$ cat config.mk
export PLATFORM = sky130hd
export DESIGN_NAME = vidChanSel
export DESIGN_NICKNAME = d
export VERILOG_FILES = /design/src/rtl/vidsel_pkg.sv /design/src/rtl/vidselWindow.sv /design/src/rtl/vidselCtrl.sv /design/src/rtl/vidselPath.sv /design/src/rtl/vidChanSel.sv
export SDC_FILE = /design/constraint.sdc
export NUM_CORES = 1
export LEC_CHECK = 0
export BUFFER_PORTS_ARGS = -buffer_cell sky130_fd_sc_hd__buf_4
export CAP_MARGIN = 40
export CORE_AREA = 2 2 39 41
export CTS_BUF_LIST = sky130_fd_sc_hd__clkbuf_8
export DETAILED_ROUTE_END_ITERATION = 12
export DIE_AREA = 0 0 41 43
export HOLD_SLACK_MARGIN = 0.08
export PLACE_DENSITY_LB_ADDON = 0.12
export SYNTH_ARGS = -nofsm -noshare
export SYNTH_HDL_FRONTEND = slang
export SYNTH_HIERARCHICAL = 1
export SYNTH_SLANG_ARGS = --single-unit
$ cat constraint.sdc
create_clock -name clk -period 1.24 [get_ports clk]
set_clock_uncertainty 0.2 [all_clocks]
set_input_delay 0.062 -clock clk [delete_from_list [all_inputs] [get_ports clk]]
set_output_delay 0.062 -clock clk [all_outputs]
set_load 0.05 [all_outputs]
$ cat src/rtl/vidsel_pkg.sv
package vidsel_pkg;

  // Strobes from the control to the datapath: which channel to load this edge.
  typedef struct packed {
    logic pickCh0;
    logic pickCh1;
    logic pickCh2;
  } chanStrobe_t;

  localparam int unsigned NUM_WIN = 3;
  localparam int unsigned WIN_MAIN = 0;
  localparam int unsigned WIN_SECOND = 1;
  localparam int unsigned WIN_EXCL = 2;

endpackage

$ cat src/rtl/vidselWindow.sv
module vidselWindow #(
  parameter int unsigned EVT_W = 8,
  parameter logic [EVT_W-1:0] OPEN_CODE = '0,
  parameter logic [EVT_W-1:0] CLOSE_CODE = '1
) (
  input  logic             clk,
  input  logic             rstN,
  input  logic             evtValid,
  input  logic [EVT_W-1:0] evtCode,
  output logic             isOpen
);

  logic openHit;
  logic closeHit;

  assign openHit  = evtValid && (evtCode == OPEN_CODE);
  assign closeHit = evtValid && (evtCode == CLOSE_CODE);

  always_ff @(posedge clk or negedge rstN) begin
    if (!rstN) begin
      isOpen <= 1'b0;
    end else if (closeHit) begin
      isOpen <= 1'b0;
    end else if (openHit) begin
      isOpen <= 1'b1;
    end
  end


  win_opens_chk: assert property (@(posedge clk) disable iff (!rstN)
    (evtValid && evtCode == OPEN_CODE && evtCode != CLOSE_CODE) |=> isOpen);


  win_closes_chk: assert property (@(posedge clk) disable iff (!rstN)
    (evtValid && evtCode == CLOSE_CODE) |=> !isOpen);


  win_idle_chk: assert property (@(posedge clk) disable iff (!rstN)
    !evtValid |=> $stable(isOpen));

endmodule

$ cat src/rtl/vidselCtrl.sv
module vidselCtrl
  import vidsel_pkg::*;
#(
  parameter int unsigned EVT_W = 8,
  parameter logic [EVT_W-1:0] MAIN_OPEN = 8'hC1,
  parameter logic [EVT_W-1:0] MAIN_CLOSE = 8'h42,
  parameter logic [EVT_W-1:0] SECOND_OPEN = 8'h2A,
  parameter logic [EVT_W-1:0] SECOND_CLOSE = 8'h26,
  parameter logic [EVT_W-1:0] EXCL_OPEN = 8'h9A,
  parameter logic [EVT_W-1:0] EXCL_CLOSE = 8'h2A,
  parameter logic [EVT_W-1:0] PICK0_A = 8'h9A,
  parameter logic [EVT_W-1:0] PICK0_B = 8'h2A,
  parameter logic [EVT_W-1:0] PICK1 = 8'h94,
  parameter logic [EVT_W-1:0] PICK2_PAIR = 8'h25,
  parameter logic [EVT_W-1:0] PICK2_FREE = 8'h2B
) (
  input  logic             clk,
  input  logic             rstN,
  input  logic             evtValid,
  input  logic [EVT_W-1:0] evtCode,
  output chanStrobe_t      strobe,
  output logic             mainOpen
);

  localparam logic [NUM_WIN*EVT_W-1:0] OPEN_PACK  = {EXCL_OPEN, SECOND_OPEN, MAIN_OPEN};
  localparam logic [NUM_WIN*EVT_W-1:0] CLOSE_PACK = {EXCL_CLOSE, SECOND_CLOSE, MAIN_CLOSE};

  logic [NUM_WIN-1:0] winOpen;

  for (genvar k = 0; k < NUM_WIN; k++) begin : gWin
    vidselWindow #(
      .EVT_W     (EVT_W),
      .OPEN_CODE (OPEN_PACK[k*EVT_W +: EVT_W]),
      .CLOSE_CODE(CLOSE_PACK[k*EVT_W +: EVT_W])
    ) uWin (
      .clk     (clk),
      .rstN    (rstN),
      .evtValid(evtValid),
      .evtCode (evtCode),
      .isOpen  (winOpen[k])
    );
  end

  logic winMain;
  logic winSecond;
  logic winExcl;
  logic hitPick0;
  logic hitPick1;
  logic hitPair;
  logic hitFree;
  logic hitMainClose;

  assign winMain   = winOpen[WIN_MAIN];
  assign winSecond = winOpen[WIN_SECOND];
  assign winExcl   = winOpen[WIN_EXCL];

  assign hitPick0     = evtValid && ((evtCode == PICK0_A) || (evtCode == PICK0_B));
  assign hitPick1     = evtValid && (evtCode == PICK1);
  assign hitPair      = evtValid && (evtCode == PICK2_PAIR);
  assign hitFree      = evtValid && (evtCode == PICK2_FREE);
  assign hitMainClose = evtValid && (evtCode == MAIN_CLOSE);

  // Decisions use the windows as registered before this edge.
  always_comb begin
    strobe = '0;
    if (hitMainClose) begin
      strobe.pickCh2 = 1'b1;
    end else if (winMain && hitPick0) begin
      strobe.pickCh0 = 1'b1;
    end else if (winMain && hitPick1) begin
      strobe.pickCh1 = 1'b1;
    end else if (winMain && winSecond && hitPair) begin
      strobe.pickCh2 = 1'b1;
    end else if (!winExcl && hitFree) begin
      strobe.pickCh2 = 1'b1;
    end
  end

  assign mainOpen = winMain;


  excl_blocks_chk: assert property (@(posedge clk) disable iff (!rstN)
    (winExcl && hitFree) |-> (strobe == '0));


  pick_needs_main_chk: assert property (@(posedge clk) disable iff (!rstN)
    (strobe.pickCh0 || strobe.pickCh1) |-> winMain);

endmodule

$ cat src/rtl/vidselPath.sv
module vidselPath
  import vidsel_pkg::*;
#(
  parameter int unsigned ADDR_W = 4
) (
  input  logic              clk,
  input  logic              rstN,
  input  chanStrobe_t       strobe,
  output logic [ADDR_W-1:0] chanAddr
);

  localparam logic [ADDR_W-1:0] CH0 = ADDR_W'(0);
  localparam logic [ADDR_W-1:0] CH1 = ADDR_W'(1);
  localparam logic [ADDR_W-1:0] CH2 = ADDR_W'(2);

  always_ff @(posedge clk or negedge rstN) begin
    if (!rstN) begin
      chanAddr <= CH2;
    end else if (strobe.pickCh2) begin
      chanAddr <= CH2;
    end else if (strobe.pickCh1) begin
      chanAddr <= CH1;
    end else if (strobe.pickCh0) begin
      chanAddr <= CH0;
    end
  end


  one_pick_chk: assert property (@(posedge clk) disable iff (!rstN)
    $onehot0(strobe));


  addr_range_chk: assert property (@(posedge clk) disable iff (!rstN)
    chanAddr <= CH2);


  addr_hold_chk: assert property (@(posedge clk) disable iff (!rstN)
    (strobe == '0) |=> $stable(chanAddr));

endmodule

$ cat src/rtl/vidChanSel.sv
module vidChanSel
  import vidsel_pkg::*;
#(
  parameter int unsigned EVT_W = 8,
  parameter int unsigned ADDR_W = 4
) (
  input  logic              clk,
  input  logic              rstN,
  input  logic              evtValid,
  input  logic [EVT_W-1:0]  evtCode,
  output logic [ADDR_W-1:0] muxAddr,
  output logic              mainWinOpen
);

  chanStrobe_t strobe;

  vidselCtrl #(.EVT_W(EVT_W)) uCtrl (
    .clk     (clk),
    .rstN    (rstN),
    .evtValid(evtValid),
    .evtCode (evtCode),
    .strobe  (strobe),
    .mainOpen(mainWinOpen)
  );

  vidselPath #(.ADDR_W(ADDR_W)) uPath (
    .clk     (clk),
    .rstN    (rstN),
    .strobe  (strobe),
    .chanAddr(muxAddr)
  );


  closed_default_chk: assert property (@(posedge clk) disable iff (!rstN)
    !mainWinOpen |-> (muxAddr == ADDR_W'(2)));


  pick_one_chk: assert property (@(posedge clk) disable iff (!rstN)
    (mainWinOpen && evtValid && evtCode == EVT_W'(8'h94)) |=> (muxAddr == ADDR_W'(1)));


  main_rise_chk: assert property (@(posedge clk) disable iff (!rstN)
    $rose(mainWinOpen) |-> $past(evtValid && evtCode == EVT_W'(8'hC1)));

endmodule

==> results.md, run 1 <==
* Ys async rst share at 100%
* Critical R2R Launch: uCtrl/gWin[0].uWin/isOpen
* WL per Instance at 13.5 um
* Largest vdd supply drop at 539 uV
* Status: complete, but fails checks
* Final GP Congestion at 0.690
* CP endpoint kind: flip-flop
* Post-DP HPWL at 798 um
* Yosys top cell area share at 23.2%
* 1st-iter DRT viols at 6
* Avg Inst Size Synth at 8.81 um^2
* Rows at 14
* Placed insts at 81
* Port bufs at 13
* Core area at 1380 um^2
* Setup WS post-layout at -0.117 ns
* Post-route insts no fill at 89
* Clk sinks at 5
* FMAX at 737 MHz
* Static Leak at 0.299 nW
* Worst-case hold path end point: uCtrl/gWin[2].uWin/isOpen
* First-pass GRT wire length at 1920 um
* Max-cap violations at 0
* Post-Synthesis Cell Area at 432 um^2
* Worst reg2reg path depth at 4
* M3 GR Usage at 3.14%
* Dominant synthesized flop cell: dfrtp_1
* RSZ-0062 raised after global routing: yes
* Worst setup SP type: flip-flop
* Largest incremental delay on the critical path at 0.40 ns
* Vias in the first global route at 444
* Power per cell area at 899 nW/um^2
* M1 GR Usage at 22.0%
* Tot GR Track Use at 16.1%
* Largest net degree at the start of global routing at 9
* # IOs at 16
* GR Layer Usage met2 at 22.2%
* Multi-input logic area at 283 um^2
* Sequential share of the synthesized area at 29.3%
* WP buf/inv at 0
* First-pass iteration count of the detailed router at 4
* Post-synthesis cell count at 49
* R2R Setup Slk at -0.12 ns
* Clk_lat worst skew at 0.22 ns
* Synth area leaders: dfrtp_1, nand4bb_1, dfstp_2
* Max Root-Sink Buffers at 2
* GRT overflow at 0
* Vias per cell at 5.21
* Syn. warnings at 6
* Final ANT Viol Nets at 0
* Die footprint at 1760 um^2
* Final net count at 85
* Cell Chain, Critical Path: nand4b_1, nor3_1, o311a_1, a31o_2
* Antenna violations before repair at 0
* Die Y at 43 um
* CP max stage cell: dfrtp_2
* Final worst path period need at 1.36 ns
* Die Wd at 41 um
* Number of hold buffers added after cts at 3
* Required @ worst endpoint at 1.19 ns
* Fraction of layout cells with a size suffix above 1 at 37.0%
* CTS Buf Count at 3
* CTS root buf: clkbuf_8
* Violated checks: hold timing, setup timing
* Hold WS at -0.104 ns
* FF+latch area at 128 um^2
* Final hold vios at 2
* CTS clk-pin slew, worst paths at 0.03 ns
* Endpoints failing setup at 4
* Final wirelength at 1200 um
* Number of enable flip-flop cells after synthesis at 0
* Via count at 464
* Reg2Reg Capture Point: uPath/chanAddr[1]
* Final total negative setup slack at -0.178 ns
* #FFs+latches synth at 5
* Initial core utilization at 31.2%
* Area grow syn2layout at 55.4%
* Hold/Removal Path Class: primary input to flip-flop
* Hold_sp: evtCode[5]
* Most frequent cells in the layout: buf_4, inv_1
* Critical path class: flip-flop to flip-flop
* H-tree depth at 1
* Delay-heaviest family, CP: compound AO/OA/AOI/OAI gates
* # DRC at 0
* Synth cell types at 27
* CP max FO at 3
* Crit path arrival time at 1.30 ns
* Antenna diodes at 0
* GRT Max-Usage Layer: met2
* CTS tree: yes
* Fill count at 147
* Area leader, netlist: dfrtp_1
* Slew Viols, Final at 0
* Final Cycle Share at 109%
* Hold-critical path depth at 2
* Commonest non-fill, non-tap cell in the layout: buf_4
[what timing repair did]
| item | CTS | global route |
|---|---|---|
| setup endpoints to repair | 2 | 2 |
| resized for setup | 1 | 3 |
| setup buffers | 0 | 1 |
| endpoints found under the hold margin | 9 | 3 |
| pin swaps | 1 | 2 |
[cell type report]
class | count | area share, %
Clock buffer | 3 | 6.16
Clock inverter | 1 | 0.560
Inverter | 6 | 3.36
Multi-Input combinational cell | 37 | 42.2
Sequential cell | 5 | 19.0
Tap cell | 16 | 2.99
Timing Repair Buffer | 21 | 25.7
[cell families (layout without fill, tap and decap cells)]
logic type             count (synthesis)  in the layout  synth area share [%]
and+or+nand+nor                       23             23                  39.1
DFF                                    5              5                  29.3
other                                  1              2                 0.869
buffers and inverters                  8             31                  8.69
AOI/OAI and AO/OA                     12             12                  22.0
[registers in the layout (all words and copies together) (netlist names)]
register / cells
uCtrl/gWin.uWin/isOpen: 3
uPath/chanAddr: 2
[Yosys cell counts (all sizes together), types with 2 or more instances]
cell     n
inv      6
dfrtp    4
nor3     4
nand3b   3
nand4bb  3
nor2     3
a21oi    2
a31oi    2
and4bb   2
buf      2
nand2b   2
nand4b   2
[per-layer routing]
layer	vias to the layer above	share of wire, %
met5	-	0
met4	0	0
met3	0	5.7
met2	14	48
met1	217	47
li1	233	-
[where the power goes]
group / total, mW / switching [mW] / internal [mW]
Sequential: 0.177 / 0.00379 / 0.173
Combinational: 0.136 / 0.0772 / 0.0592
Clock: 0.290 / 0.0777 / 0.212
[metrics by stage]
stage / hold slack (ns) / total power [mW] / worst slack, ns / cell area [um^2] / utilization, %
floorplan: -0.434 / 0.243 / -0.236 / 437 / -
finish: -0.104 / 0.603 / -0.117 / 671 / 48.5
detailed placement: -0.332 / 0.304 / -0.0995 / 569 / 41.1
CTS: -0.116 / 0.612 / -0.120 / 649 / 46.9
global route: -0.0967 / 0.636 / -0.150 / 671 / 48.5
global placement: -0.332 / 0.305 / -0.115 / 569 / 41.1
[worst max path at each step]
stage	cells after the start	slack [ns]	startpoint	to
6_report	4	-0.12	uCtrl/gWin[0].uWin/isOpen	uPath/chanAddr[1]
5_1_grt	4	-0.15	uCtrl/gWin[0].uWin/isOpen	uPath/chanAddr[1]
4_1_cts	4	-0.12	uCtrl/gWin[0].uWin/isOpen	uPath/chanAddr[1]
3_5_place_dp	4	-0.1	uCtrl/gWin[0].uWin/isOpen	uPath/chanAddr[1]
3_3_place_gp	4	-0.12	uCtrl/gWin[0].uWin/isOpen	uPath/chanAddr[1]
2_1_floorplan	4	-0.24	uCtrl/gWin[0].uWin/isOpen	uPath/chanAddr[1]
Note: power is estimated with default switching activity, not from simulation.
==> inputs of run 2 (changes only) <==
--- a/config.mk
+++ b/config.mk
@@ -8,8 +8,9 @@
 export BUFFER_PORTS_ARGS = -buffer_cell sky130_fd_sc_hd__buf_4
 export CAP_MARGIN = 40
-export CORE_AREA = 2 2 39 41
+export CELL_PAD_IN_SITES_DETAIL_PLACEMENT = 1
+export CELL_PAD_IN_SITES_GLOBAL_PLACEMENT = 1
+export CORE_UTILIZATION = 32
 export CTS_BUF_LIST = sky130_fd_sc_hd__clkbuf_8
 export DETAILED_ROUTE_END_ITERATION = 12
-export DIE_AREA = 0 0 41 43
 export HOLD_SLACK_MARGIN = 0.08
 export PLACE_DENSITY_LB_ADDON = 0.12
==> constraint.sdc (replaced) <==
create_clock -name clk -period 1.24 [get_ports clk]
set_clock_uncertainty 0.2 [all_clocks]
set_input_delay 0.31 -clock clk [delete_from_list [all_inputs] [get_ports clk]]
set_output_delay 0.31 -clock clk [all_outputs]
set_load 0.05 [all_outputs]
==> run 2 against run 1 <==
  * The run ends with setup timing left
  * Cell count increased by 2.2%
  * Power increased by 4.6%
  * Core utilization increased by 16 points
  * First-iteration DRC count decreased by 33%
  * Clock-buffer cell count unchanged
  * Largest cell class unchanged
  * Wire length increased by 17%
==> results.md, run 2 (synthesis gave the netlist of run 1 again) <==
* Internal at 463 uW
* Combinational share of power at 26.4%
* Via count at 501
* Max Root-Sink Buffers at 2
* Final worst path period need at 1.43 ns
* # IOs at 16
* Max-cap violations at 0
* Post-DP HPWL at 1030 um
* Vias per cell at 5.51
* Final net count at 89
* RSZ-0062 raised after global routing: yes
* # DRC at 0
* GRT overflow at 0
* Antenna diodes at 0
* Largest vdd supply drop at 718 uV
* Static Leak at 0.338 nW
* CTS tree: yes
* Slew Viols, Final at 0
* Max reg flops at 3
* Power per cell area at 827 nW/um^2
* Tot GR Track Use at 21.6%
* Die Wd at 38.7 um
* Rows at 12
* Pre-CTS setup slack at -0.320 ns
* CP endpoint kind: output pin
* Endpoints failing setup at 6
* Final ANT Viol Nets at 0
* Critical path class: flip-flop to output pin
* Switch Pwr at 167 uW
* CTS root buf: clkbuf_8
* Clk sinks at 5
* Area grow syn2layout at 76.5%
* Die footprint at 1500 um^2
* Clk_lat worst skew at 0.22 ns
* Switching share of total power at 26.5%
* Clock Power Share at 45.4%
* First-pass iteration count of the detailed router at 2
* Final GP Congestion at 0.765
* Required @ worst endpoint at 0.73 ns
* Commonest non-fill, non-tap cell in the layout: buf_4
* Total power at 630 uW
* Core area at 1190 um^2
* Violated checks: setup timing
* Sequential power share at 28.3%
* WL per Instance at 15.5 um
* Worst setup SP type: flip-flop
* Setup WS post-layout at -0.190 ns
* Vias in the first global route at 490
* Initial core utilization at 36.4%
* Port bufs at 13
* 1st-iter DRT viols at 4
* Antenna violations before repair at 0
* Regs by FF count: uCtrl/gWin.uWin/isOpen (3), uPath/chanAddr (2)
* Fin util at 64.2%
* Hold/Removal Path Class: primary input to flip-flop
* H-tree depth at 1
* Final hold vios at 0
* Final wirelength at 1410 um
* Crit path arrival time at 0.92 ns
* Status: complete, but fails checks
* FMAX at 699 MHz
* Die Y at 38.7 um
* Most frequent cells in the layout: buf_4, inv_1
* Biggest register: uCtrl/gWin.uWin/isOpen
* First-pass GRT wire length at 2180 um
* CTS Buf Count at 3
* Hold WS at 0.240 ns
* Final Cycle Share at 115%
* CP max FO at 3
* Fraction of layout cells with a size suffix above 1 at 49.4%
* CTS clk-pin slew, worst paths at 0.04 ns
* Largest net degree at the start of global routing at 8
-- run 2: cell count changes in the layout (fill, tap and decap cells not counted), moves of 2 or more --
cell	change
buf_4	+4
nand4bb_1	-2
buf_8	+2
nand4bb_4	+2
dlygate4sd3_1	-2
-- run 2: per-stage QoR --
step / TNS [ns] / area, um^2 / instances
2_1_floorplan: -0.404 / 437 / 50
3_3_place_gp: -0.800 / 612 / 85
3_5_place_dp: -1.04 / 612 / 85
4_1_cts: -0.650 / 701 / 90
5_1_grt: -0.890 / 762 / 91
6_report: -0.719 / 762 / 91
-- run 2: power groups by stage --
stage	clock network [mW]	registers, mW	logic, mW
after floorplan	0	0.196	0.0475
after global placement	0	0.178	0.140
after detailed placement	0	0.178	0.142
after CTS	0.293	0.178	0.153
after global routing	0.304	0.179	0.176
final	0.286	0.178	0.166
-- run 2: layer usage --
| metal | track usage [%] | routed length [um] | vias to the layer above |
|---|---|---|---|
| met4 | 2.59 | 0 | 0 |
| met2 | 35.8 | 726 | 17 |
| met5 | 0 | 0 | - |
| met1 | 28.8 | 622 | 244 |
| li1 | - | - | 240 |
| met3 | 5.20 | 58 | 0 |
-- run 2: worst paths after layout --
kind | end | slack [ns] | cells after the start | start
min in group asynchronous | uPath/chanAddr[0] | 0.26 | 2 | rstN
hold reg to reg | uCtrl/gWin[1].uWin/isOpen | 0.36 | 2 | uCtrl/gWin[1].uWin/isOpen
hold / removal | uPath/chanAddr[0] | 0.24 | 4 | evtCode[3]
setup / recovery | mainWinOpen | -0.19 | 2 | uCtrl/gWin[0].uWin/isOpen
setup reg to reg | uPath/chanAddr[1] | -0.18 | 4 | uCtrl/gWin[0].uWin/isOpen
max in group asynchronous | uPath/chanAddr[1] | 0.39 | 2 | rstN
-- run 2: final cells by class --
cell class                 count  area (um^2)
fill                         136          424
multi-input combinational     37          337
timing repair buffer          25          213
sequential                     5          128
clock buffer                   3         41.3
inverter                       6         22.5
tap                           14         17.5
clock inverter                 1         3.75
-- run 2: worst max-delay path, stage by stage (launching register included) --
cell,delay [ns]
dfrtp_2,0.43
buf_6,0.13
buf_8,0.14
-- run 2: timing repair --
item,CTS,global route
hold buffers,1,0
buffers inserted,0,1
hold endpoints to repair,5,0
endpoints found under the setup margin,5,6
pin swaps,1,1
gates resized for setup,8,6
